File: config.mk
export PLATFORM = sky130hd
export DESIGN_NAME = adaptive_slicer
export DESIGN_NICKNAME = d
export VERILOG_FILES = /design/src/rtl/slicer_pkg.sv /design/src/rtl/slicer_peak_tracker.sv /design/src/rtl/slicer_isi_threshold.sv /design/src/rtl/slicer_bit_decider.sv /design/src/rtl/adaptive_slicer.sv
export SDC_FILE = /design/constraint.sdc
export NUM_CORES = 1
export LEC_CHECK = 0
export BUFFER_PORTS_ARGS = -buffer_cell sky130_fd_sc_hd__buf_2
export CORE_MARGIN = 3
export CORE_UTILIZATION = 53
export CTS_BUF_LIST = sky130_fd_sc_hd__clkbuf_16
export CTS_CLUSTER_DIAMETER = 120
export DETAILED_ROUTE_END_ITERATION = 16
export PLACE_DENSITY = 0.71
export SYNTH_ARGS = -nofsm -noshare
export SYNTH_HDL_FRONTEND = slang
export SYNTH_SLANG_ARGS = --single-unit
File: constraint.sdc
create_clock -name clk -period 6.9 [get_ports clk]
set_clock_uncertainty 0.1 [all_clocks]
set_input_delay 0.345 -clock clk [delete_from_list [all_inputs] [get_ports clk]]
set_output_delay 0.345 -clock clk [all_outputs]
set_load 0.02 [all_outputs]
File: src/rtl/slicer_pkg.sv
package slicer_pkg;
   // Polarity of a peak tracker: which extreme of the signal it follows
   typedef enum logic {
      PK_POS = 1'b0,
      PK_NEG = 1'b1
   } peak_pol_e;

   // Correction fraction selector values
   typedef enum logic {
      BT_WIDE   = 1'b0,
      BT_NARROW = 1'b1
   } bt_sel_e;
endpackage

File: src/rtl/slicer_peak_tracker.sv
module slicer_peak_tracker
   import slicer_pkg::*;
#(
   parameter int        W       = 8,
   parameter int        ACQ_SH  = 4,
   parameter int        HOLD_SH = 8,
   parameter peak_pol_e POL     = PK_POS
) (
   input  logic                clk,
   input  logic                rst_n,
   input  logic                en,
   input  logic                acquire,
   input  logic signed [W-1:0] sample,
   output logic signed [W-1:0] peak
);
   logic signed [W-1:0] leak;
   logic signed [W-1:0] decayed;
   logic signed [W-1:0] nxt;
   logic                attack;

   if (ACQ_SH < 1 || ACQ_SH >= W + 1) begin : g_bad_acq
      $error("slicer_peak_tracker: ACQ_SH out of range");
   end
   if (HOLD_SH < 1 || HOLD_SH >= W + 1) begin : g_bad_hold
      $error("slicer_peak_tracker: HOLD_SH out of range");
   end

   // Leak toward zero: arithmetic shift floors, so negative peaks rise
   always_comb begin
      leak    = acquire ? (peak >>> ACQ_SH) : (peak >>> HOLD_SH);
      decayed = peak - leak;
   end

   if (POL == PK_POS) begin : g_pos
      assign attack = (sample > peak);
   end else begin : g_neg
      assign attack = (sample < peak);
   end

   assign nxt = attack ? sample : decayed;

   always_ff @(posedge clk or negedge rst_n) begin
      if (!rst_n) begin
         peak <= '0;
      end else if (en) begin
         peak <= nxt;
      end
   end
endmodule

File: src/rtl/slicer_isi_threshold.sv
module slicer_isi_threshold
   import slicer_pkg::*;
#(
   parameter int W          = 8,
   parameter int SH_WIDE    = 3,
   parameter int SH_NARROW  = 2
) (
   input  logic signed [W-1:0] pos_pk,
   input  logic signed [W-1:0] neg_pk,
   input  logic                prev_bit,
   input  logic                bt_sel,
   output logic signed [W-1:0] thr
);
   localparam int XW = W + 1;
   localparam int AW = W + 2;
   localparam logic signed [AW-1:0] MAXV = AW'((2 ** (W - 1)) - 1);
   localparam logic signed [AW-1:0] MINV = AW'(-(2 ** (W - 1)));

   if (SH_WIDE < 1 || SH_NARROW < 1 || SH_WIDE > W || SH_NARROW > W) begin : g_bad_sh
      $error("slicer_isi_threshold: correction shift out of range");
   end

   logic signed [XW-1:0] pos_x;
   logic signed [XW-1:0] neg_x;
   logic signed [XW-1:0] sum_x;
   logic signed [XW-1:0] span_x;
   logic signed [XW-1:0] base_x;
   logic signed [XW-1:0] off_x;
   logic signed [AW-1:0] adj;

   always_comb begin
      pos_x  = {pos_pk[W-1], pos_pk};
      neg_x  = {neg_pk[W-1], neg_pk};
      sum_x  = pos_x + neg_x;
      span_x = pos_x - neg_x;
      base_x = sum_x >>> 1;
      off_x  = (bt_sel == BT_NARROW) ? (span_x >>> SH_NARROW) : (span_x >>> SH_WIDE);
      if (prev_bit) begin
         adj = {base_x[XW-1], base_x} + {off_x[XW-1], off_x};
      end else begin
         adj = {base_x[XW-1], base_x} - {off_x[XW-1], off_x};
      end
      if (adj > MAXV) begin
         thr = MAXV[W-1:0];
      end else if (adj < MINV) begin
         thr = MINV[W-1:0];
      end else begin
         thr = adj[W-1:0];
      end
   end
endmodule

File: src/rtl/slicer_bit_decider.sv
module slicer_bit_decider #(
   parameter int W = 8
) (
   input  logic                clk,
   input  logic                rst_n,
   input  logic                strobe,
   input  logic signed [W-1:0] sample,
   input  logic signed [W-1:0] thr,
   output logic                bit_q
);
   always_ff @(posedge clk or negedge rst_n) begin
      if (!rst_n) begin
         bit_q <= 1'b0;
      end else if (strobe) begin
         bit_q <= (sample > thr);
      end
   end
endmodule

File: src/rtl/adaptive_slicer.sv
module adaptive_slicer
   import slicer_pkg::*;
#(
   parameter int SAMPLE_W     = 8,
   parameter int LEAK_ACQ_SH  = 4,
   parameter int LEAK_HOLD_SH = 8,
   parameter int ISI_SH_WIDE  = 3,
   parameter int ISI_SH_NARR  = 2
) (
   input  logic                       clk,
   input  logic                       rst_n,
   input  logic signed [SAMPLE_W-1:0] sample_i,
   input  logic                       strobe_i,
   input  logic                       acquire_i,
   input  logic                       bt_sel_i,
   output logic                       data_o,
   output logic signed [SAMPLE_W-1:0] thresh_o
);
   if (SAMPLE_W < 4) begin : g_bad_w
      $error("adaptive_slicer: SAMPLE_W must be at least 4");
   end
   if (LEAK_HOLD_SH <= LEAK_ACQ_SH) begin : g_bad_leak
      $error("adaptive_slicer: hold leak must be slower than acquire leak");
   end

   logic signed [SAMPLE_W-1:0] pos_pk;
   logic signed [SAMPLE_W-1:0] neg_pk;

   slicer_peak_tracker #(
      .W(SAMPLE_W), .ACQ_SH(LEAK_ACQ_SH), .HOLD_SH(LEAK_HOLD_SH), .POL(PK_POS)
   ) u_pos (
      .clk(clk), .rst_n(rst_n), .en(strobe_i), .acquire(acquire_i),
      .sample(sample_i), .peak(pos_pk)
   );

   slicer_peak_tracker #(
      .W(SAMPLE_W), .ACQ_SH(LEAK_ACQ_SH), .HOLD_SH(LEAK_HOLD_SH), .POL(PK_NEG)
   ) u_neg (
      .clk(clk), .rst_n(rst_n), .en(strobe_i), .acquire(acquire_i),
      .sample(sample_i), .peak(neg_pk)
   );

   slicer_isi_threshold #(
      .W(SAMPLE_W), .SH_WIDE(ISI_SH_WIDE), .SH_NARROW(ISI_SH_NARR)
   ) u_thr (
      .pos_pk(pos_pk), .neg_pk(neg_pk), .prev_bit(data_o),
      .bt_sel(bt_sel_i), .thr(thresh_o)
   );

   slicer_bit_decider #(
      .W(SAMPLE_W)
   ) u_dec (
      .clk(clk), .rst_n(rst_n), .strobe(strobe_i),
      .sample(sample_i), .thr(thresh_o), .bit_q(data_o)
   );
endmodule

Word level (Yosys, flattened, before mapping)
Cells that the tools add are included.
{"block": "totals", "register_bits": 17, "word_cells": 22}
{"block": "classes", "addsub": 6, "muxes": 8, "magnitude_cmp": 5}
{"operator": "$mux W8", "n": 4}
{"operator": "$gt A8 B8 Y1", "n": 2}
{"operator": "$sub A8 B4 Y8", "n": 2}
{"operator": "$gt A10 B8 Y1 const B", "n": 1}
{"operator": "$lt A10 B8 Y1 const B", "n": 1}
{"operator": "$mux W10", "n": 1}
{"operator": "$add A8 B7 Y9", "n": 1}
{"operator": "$add A8 B8 Y9", "n": 1}
{"operator": "$sub A8 B7 Y9", "n": 1}
{"operator": "$sub A8 B8 Y9", "n": 1}
{"operator": "$lt A8 B8 Y1", "n": 1}
{"operator": "$mux W3", "n": 2}
{"operator": "$mux W6", "n": 1}

Logic depth before layout (Yosys ltp)
{"block": "depth", "word_depth": 8, "ltp_mapped": 35}

By module
Synthesis repeated with hierarchy kept, for this count alone.
{"block": "unflattened", "cells_unflattened": 463, "hier_area_um2": 3649.8}
{"module": "slicer_isi_threshold", "area_per_inst_um2": 1604.0, "cells_per_inst": 227, "seq_area_each_um2": 0.0, "n_inst": 1}
{"module": "slicer_peak_tracker at u_pos", "area_per_inst_um2": 920.9, "cells_per_inst": 101, "seq_area_each_um2": 200.2, "n_inst": 1}
{"module": "slicer_peak_tracker at u_neg", "area_per_inst_um2": 864.6, "cells_per_inst": 101, "seq_area_each_um2": 200.2, "n_inst": 1}
{"module": "slicer_bit_decider", "area_per_inst_um2": 260.2, "cells_per_inst": 34, "seq_area_each_um2": 25.0, "n_inst": 1}

Least setup slack after synthesis
Ideal clock, no wire load.
{"block": "synth_path", "path_type": "register to register", "start": "register u_pos.peak[2]", "end": "register u_dec.bit_q", "path_buffers": 1, "path_stages_with_launch": 32, "setup_time_ps": 121, "slack_ps": 629, "synth_period_minus_slack_ps": 6271, "arrival_time_ps": 6050, "required_ps": 6679, "cell_sequence": "dfrtp_1 > ha_1 > buf_6 > a21o_1 > a31o_4 > a21oi_2 > xnor2_1 > o21ai_0 > ha_1 > inv_1 > a221o_1 > a221o_1 > nor2_4 > nor2_1 > o32a_1 > ha_1 > a21o_1 > a21oi_1 > o21a_1 > o21ai_0 > xnor2_2 > xor2_4 > inv_4 > maj3_2 > ha_1 > nand3_1 > o22ai_1 > o21a_1 > o21a_1 > o21ai_0 > a21oi_1 > o22a_1"}
{"block": "synth_between", "elab_chain_len": 8, "elab_cells_between_ends": 11, "cone_classes": "add/sub: 4; order compare: 3; mux: 4"}
{"element": "from (decl)", "line": "slicer_peak_tracker.sv:14", "rtl": "output logic signed [W-1:0] peak"}
{"element": "from (signal assigned)", "line": "slicer_peak_tracker.sv:46", "rtl": "peak <= nxt;"}
{"element": "$sub A8 B8 Y9", "line": "slicer_isi_threshold.sv:35", "rtl": "span_x = pos_x - neg_x;"}
{"element": "$mux W6", "line": "slicer_isi_threshold.sv:37", "rtl": "off_x = (bt_sel == BT_NARROW) ? (span_x >>> SH_NARROW) : (span_x >>> SH_WIDE);"}
{"element": "$sub A8 B7 Y9 or $add A8 B7 Y9 (tied branches)", "line": "slicer_isi_threshold.sv:41, slicer_isi_threshold.sv:39"}
{"element": "$mux W10 *", "line": "slicer_isi_threshold.sv:38", "rtl": "if (prev_bit) begin"}
{"element": "$lt A10 B8 Y1", "line": "slicer_isi_threshold.sv:45", "rtl": "end else if (adj < MINV) begin"}
{"element": "$mux W8", "line": "slicer_isi_threshold.sv:45"}
{"element": "$mux W8 *", "line": "slicer_isi_threshold.sv:43", "rtl": "if (adj > MAXV) begin"}
{"element": "named net thresh_o[7]", "line": "adaptive_slicer.sv:17", "rtl": "output logic signed [SAMPLE_W-1:0] thresh_o"}
{"element": "$gt A8 B8 Y1 *", "line": "slicer_bit_decider.sv:15", "rtl": "bit_q <= (sample > thr);"}
{"element": "to (signal assigned)", "line": "slicer_bit_decider.sv:15"}
{"element": "to (decl)", "line": "slicer_bit_decider.sv:9", "rtl": "output logic bit_q"}
Mark *: on every way through the listed nets, which the timed path passes. The rest lies on a longest branch.
A chain may end at the register's enable or synchronous reset.

Worst setup path in the final report
{"block": "layout_path", "start": "register u_pos.peak[2]", "end": "register u_dec.bit_q"}
{"block": "layout_between", "elab_chain_len": 8, "elab_cells_between_ends": 11, "cone_classes": "add/sub: 4; order compare: 3; mux: 4"}
{"element": "$sub A8 B8 Y9", "line": "slicer_isi_threshold.sv:35"}
{"element": "$mux W6", "line": "slicer_isi_threshold.sv:37"}
{"element": "$sub A8 B7 Y9 or $add A8 B7 Y9 (tied branches)", "line": "slicer_isi_threshold.sv:41, slicer_isi_threshold.sv:39"}
{"element": "$mux W10 *", "line": "slicer_isi_threshold.sv:38"}
{"element": "$lt A10 B8 Y1", "line": "slicer_isi_threshold.sv:45"}
{"element": "$mux W8", "line": "slicer_isi_threshold.sv:45"}
{"element": "$mux W8 *", "line": "slicer_isi_threshold.sv:43"}
{"element": "$gt A8 B8 Y1 *", "line": "slicer_bit_decider.sv:15"}
Every way passes the cells marked *; elsewhere a longest branch is shown, timed or not.

==> results_dict.tcl <==
set metrics [dict create \
    run_status "complete, no violations" \
    netlist_area_mm2 0.00345 \
    fp.dieArea_mm2 0.00751 \
    numCtsBuffers 3 \
    reg2reg_setup_slack_ns 0.50 \
    floorplan.die.width_um 86.7 \
    setup_total_negative_slack_ns 0 \
    critical-path-max-stage-delay_ns 0.44 \
    start_kind "flop" \
    worst_setup_path_end_kind "flop" \
    criticalPathCategory "reg -> reg" \
    hold_crit_endpoint "u_neg.peak[7]$_DFFE_PN0P_" \
    chipHeight_um 86.7 \
    antenna_cells 0 \
    area_share_of_the_largest_cell_type_after_synthesis 0.218 \
    placement_rows 28 \
    grt_antenna_before_repair 0 \
    clock_sinks 17 \
    critical_r2r_launch "u_pos.peak[2]$_DFFE_PN0P_" \
    timing.critical_path.fanout_max 6 \
    cpMostUsedCell "sky130_fd_sc_hd__ha_1" \
    viasPerCell 5.84 \
    worst-r2r-cell-count 30 \
    synth_most_common_cell "sky130_fd_sc_hd__ha_1" \
    detailed_place_hpwl_mm 6.89 \
    pin_count 22 \
    dr_drc_count 0 \
    core_area_mm2 0.00610 \
    post_synth_most_frequent_cells "60 x sky130_fd_sc_hd__ha_1, 55 x sky130_fd_sc_hd__nor2_1, 45 x sky130_fd_sc_hd__a21oi_1, 37 x sky130_fd_sc_hd__inv_1, 27 x sky130_fd_sc_hd__nand2_1" \
    global_route.peak_usage_layer "met2" \
    crit_path_top_delay_cell "sky130_fd_sc_hd__dfrtp_1" \
    synthDominantAreaCellType "sky130_fd_sc_hd__ha_1" \
    detailedRoute.firstIterationViolations 133 \
    net_count_of_the_finished_layout 530 \
    min_period_over_period 0.928 \
    final_layout_size_suffix_gt1_frac 0.115 \
    number_of_global_route_vias_before_repair 2948 \
    async_flop_share 1.00 \
    rr_endpoint "u_dec.bit_q$_DFFE_PN0P_" \
    slew_viol_final 0 \
    final_antenna_net_count 0 \
    timing.fmax_mhz 156 \
    tightest_slew_ns 0.912 \
    synth.avg_cell_area_um2 7.89 \
    synth_seq_cells 17 \
    ys_seq_area_frac 0.123 \
    finalHoldViolCount 0 \
    yosysWarningCount 0 \
    hold-path-cell-count 3 \
    clock_tree.buffer_depth 2 \
    cts_root_buffer "sky130_fd_sc_hd__clkbuf_16" \
    hp-start "sample_i[7]" \
    cap_viol_max_count 0 \
    routed-via-count 3078 \
    finalWeightedCongestion 0.904 \
    worst-endpoint-required_ns 6.93 \
    finalCriticalPeriod_ns 6.40 \
    cts_tree "yes" \
    critical_path_arrival_ns 6.44 \
    drt_first_pass_iters 4 \
    final-setup-viol-count 0 \
    clkLatencyLatePin_ns 0.25 \
    ctsHtreeMaxLevel 1 \
    min-delay-path-class "in -> reg" \
    postSynth.topFlopCell "sky130_fd_sc_hd__dfrtp_1" \
    synth_area_leaders "sky130_fd_sc_hd__ha_1 22%, sky130_fd_sc_hd__dfrtp_1 12%, sky130_fd_sc_hd__a21oi_1 6.5%" \
    grt_max_degree 34 \
    grt_pass1_wl_mm 14.1 \
    postSynthNetCount 514 \
    globalRouteMet1Util 0.310 \
    yosys.cell_types.count 64 \
    grtUsageMet3 0.0143 \
    fin_util 0.607 \
    syn2layout_area_growth_pct 7.33 \
    synth_cells 437 \
    globalRouteMet2Util 0.401 \
    global_route_congestion_overflow_total 0 \
    place.port_buffers 21 \
    track_usage 0.234 \
    starting_density 0.566 \
    worst_setup_hold_path_clk_slew_ns 0.06 \
    synth-edff-count 0 \
    slew_headroom 0.389 \
    avgRoutedWirePerCell_um 16.0 \
    wirelength_mm 8.45 \
    grt_setup_unrepaired "no" \
]
metal layers:
layer,share of wire,routed length [µm]
met1,0.46,3930
met2,0.48,4070
met3,0.020,168
met4,0.034,287
met5,0,0
final cells by class:
class | instances | area (µm²)
clock buffer | 3 | 75.1
clock inverter | 1 | 5.00
fill | 559 | 2390
inverter | 38 | 145
multi-input combinational | 368 | 2820
sequential | 17 | 425
tap | 75 | 93.8
timing repair buffer | 25 | 138
stage by stage:
stage               worst slack [ns]  area [µm²]  hold slack, ns  instances
floorplan                      0.629        3450         -0.0506        437
global placement               0.548        3590           0.199        520
detailed placement             0.381        3590           0.204        520
CTS                            0.349        3680           0.366        525
global route                  0.0339        3700           0.364        527
finish                         0.499        3700           0.366        527
what timing repair did:
action	4_1_cts	5_1_grt
endpoints found under the hold margin	17	0
hold buffers	1	0
setup buffers	0	2
gates resized for setup	0	1
endpoints found under the setup margin	0	1
cell families (layout without fill, tap and decap cells):
group,Yosys count,count (layout),synth area share
compound gates,134,134,0.268
simple gates,119,119,0.158
fa+ha+maj,67,67,0.250
buf+inv,52,67,0.0613
xor+xnor,30,30,0.0860
mux,18,18,0.0537
flops,17,17,0.123
state kept, by name, indices dropped and copies added (netlist names):
name and count:
u_dec.bit_q 1, u_pos.peak 8, u_neg.peak 8
worst max-delay path, delay by kind of cell, from the launching register on:
family	cells	cell delay, ns
buffers and inverters	2	0.11
DFF	1	0.44
adders and majority gates	5	1.47
xor gates and xnor gates	3	0.59
and+or+nand+nor	3	0.30
AOI/OAI and AO/OA	17	3.25
worst max-delay path by stage:
| stage | from | endpoint | slack [ns] | cells past startpoint |
|---|---|---|---|---|
| finish | u_pos.peak[2]$_DFFE_PN0P_ | u_dec.bit_q$_DFFE_PN0P_ | 0.50 | 30 |
| global route | u_neg.peak[1]$_DFFE_PN0P_ | u_dec.bit_q$_DFFE_PN0P_ | 0.03 | 31 |
| CTS | u_pos.peak[2]$_DFFE_PN0P_ | u_dec.bit_q$_DFFE_PN0P_ | 0.35 | 30 |
| detailed placement | u_neg.peak[1]$_DFFE_PN0P_ | u_dec.bit_q$_DFFE_PN0P_ | 0.38 | 31 |
| global placement | u_pos.peak[2]$_DFFE_PN0P_ | u_dec.bit_q$_DFFE_PN0P_ | 0.55 | 30 |
| floorplan | u_pos.peak[2]$_DFFE_PN0P_ | u_dec.bit_q$_DFFE_PN0P_ | 0.63 | 31 |
cells in the final DEF (no fill, tap or decap), types with 12 or more instances in the layout:
master and instances:
sky130_fd_sc_hd__buf_2 21, sky130_fd_sc_hd__ha_1 60, sky130_fd_sc_hd__dfrtp_1 17, sky130_fd_sc_hd__a21oi_1 45, sky130_fd_sc_hd__a21o_1 13, sky130_fd_sc_hd__inv_1 37
sky130_fd_sc_hd__xnor2_1 14, sky130_fd_sc_hd__o21ai_0 25, sky130_fd_sc_hd__nor2_1 55, sky130_fd_sc_hd__nand2_1 27, sky130_fd_sc_hd__xor2_1 12, sky130_fd_sc_hd__mux2i_1 14
Power is not shown: default switching activity piles up to over one toggle a cycle in this logic, so the estimate is an artifact.
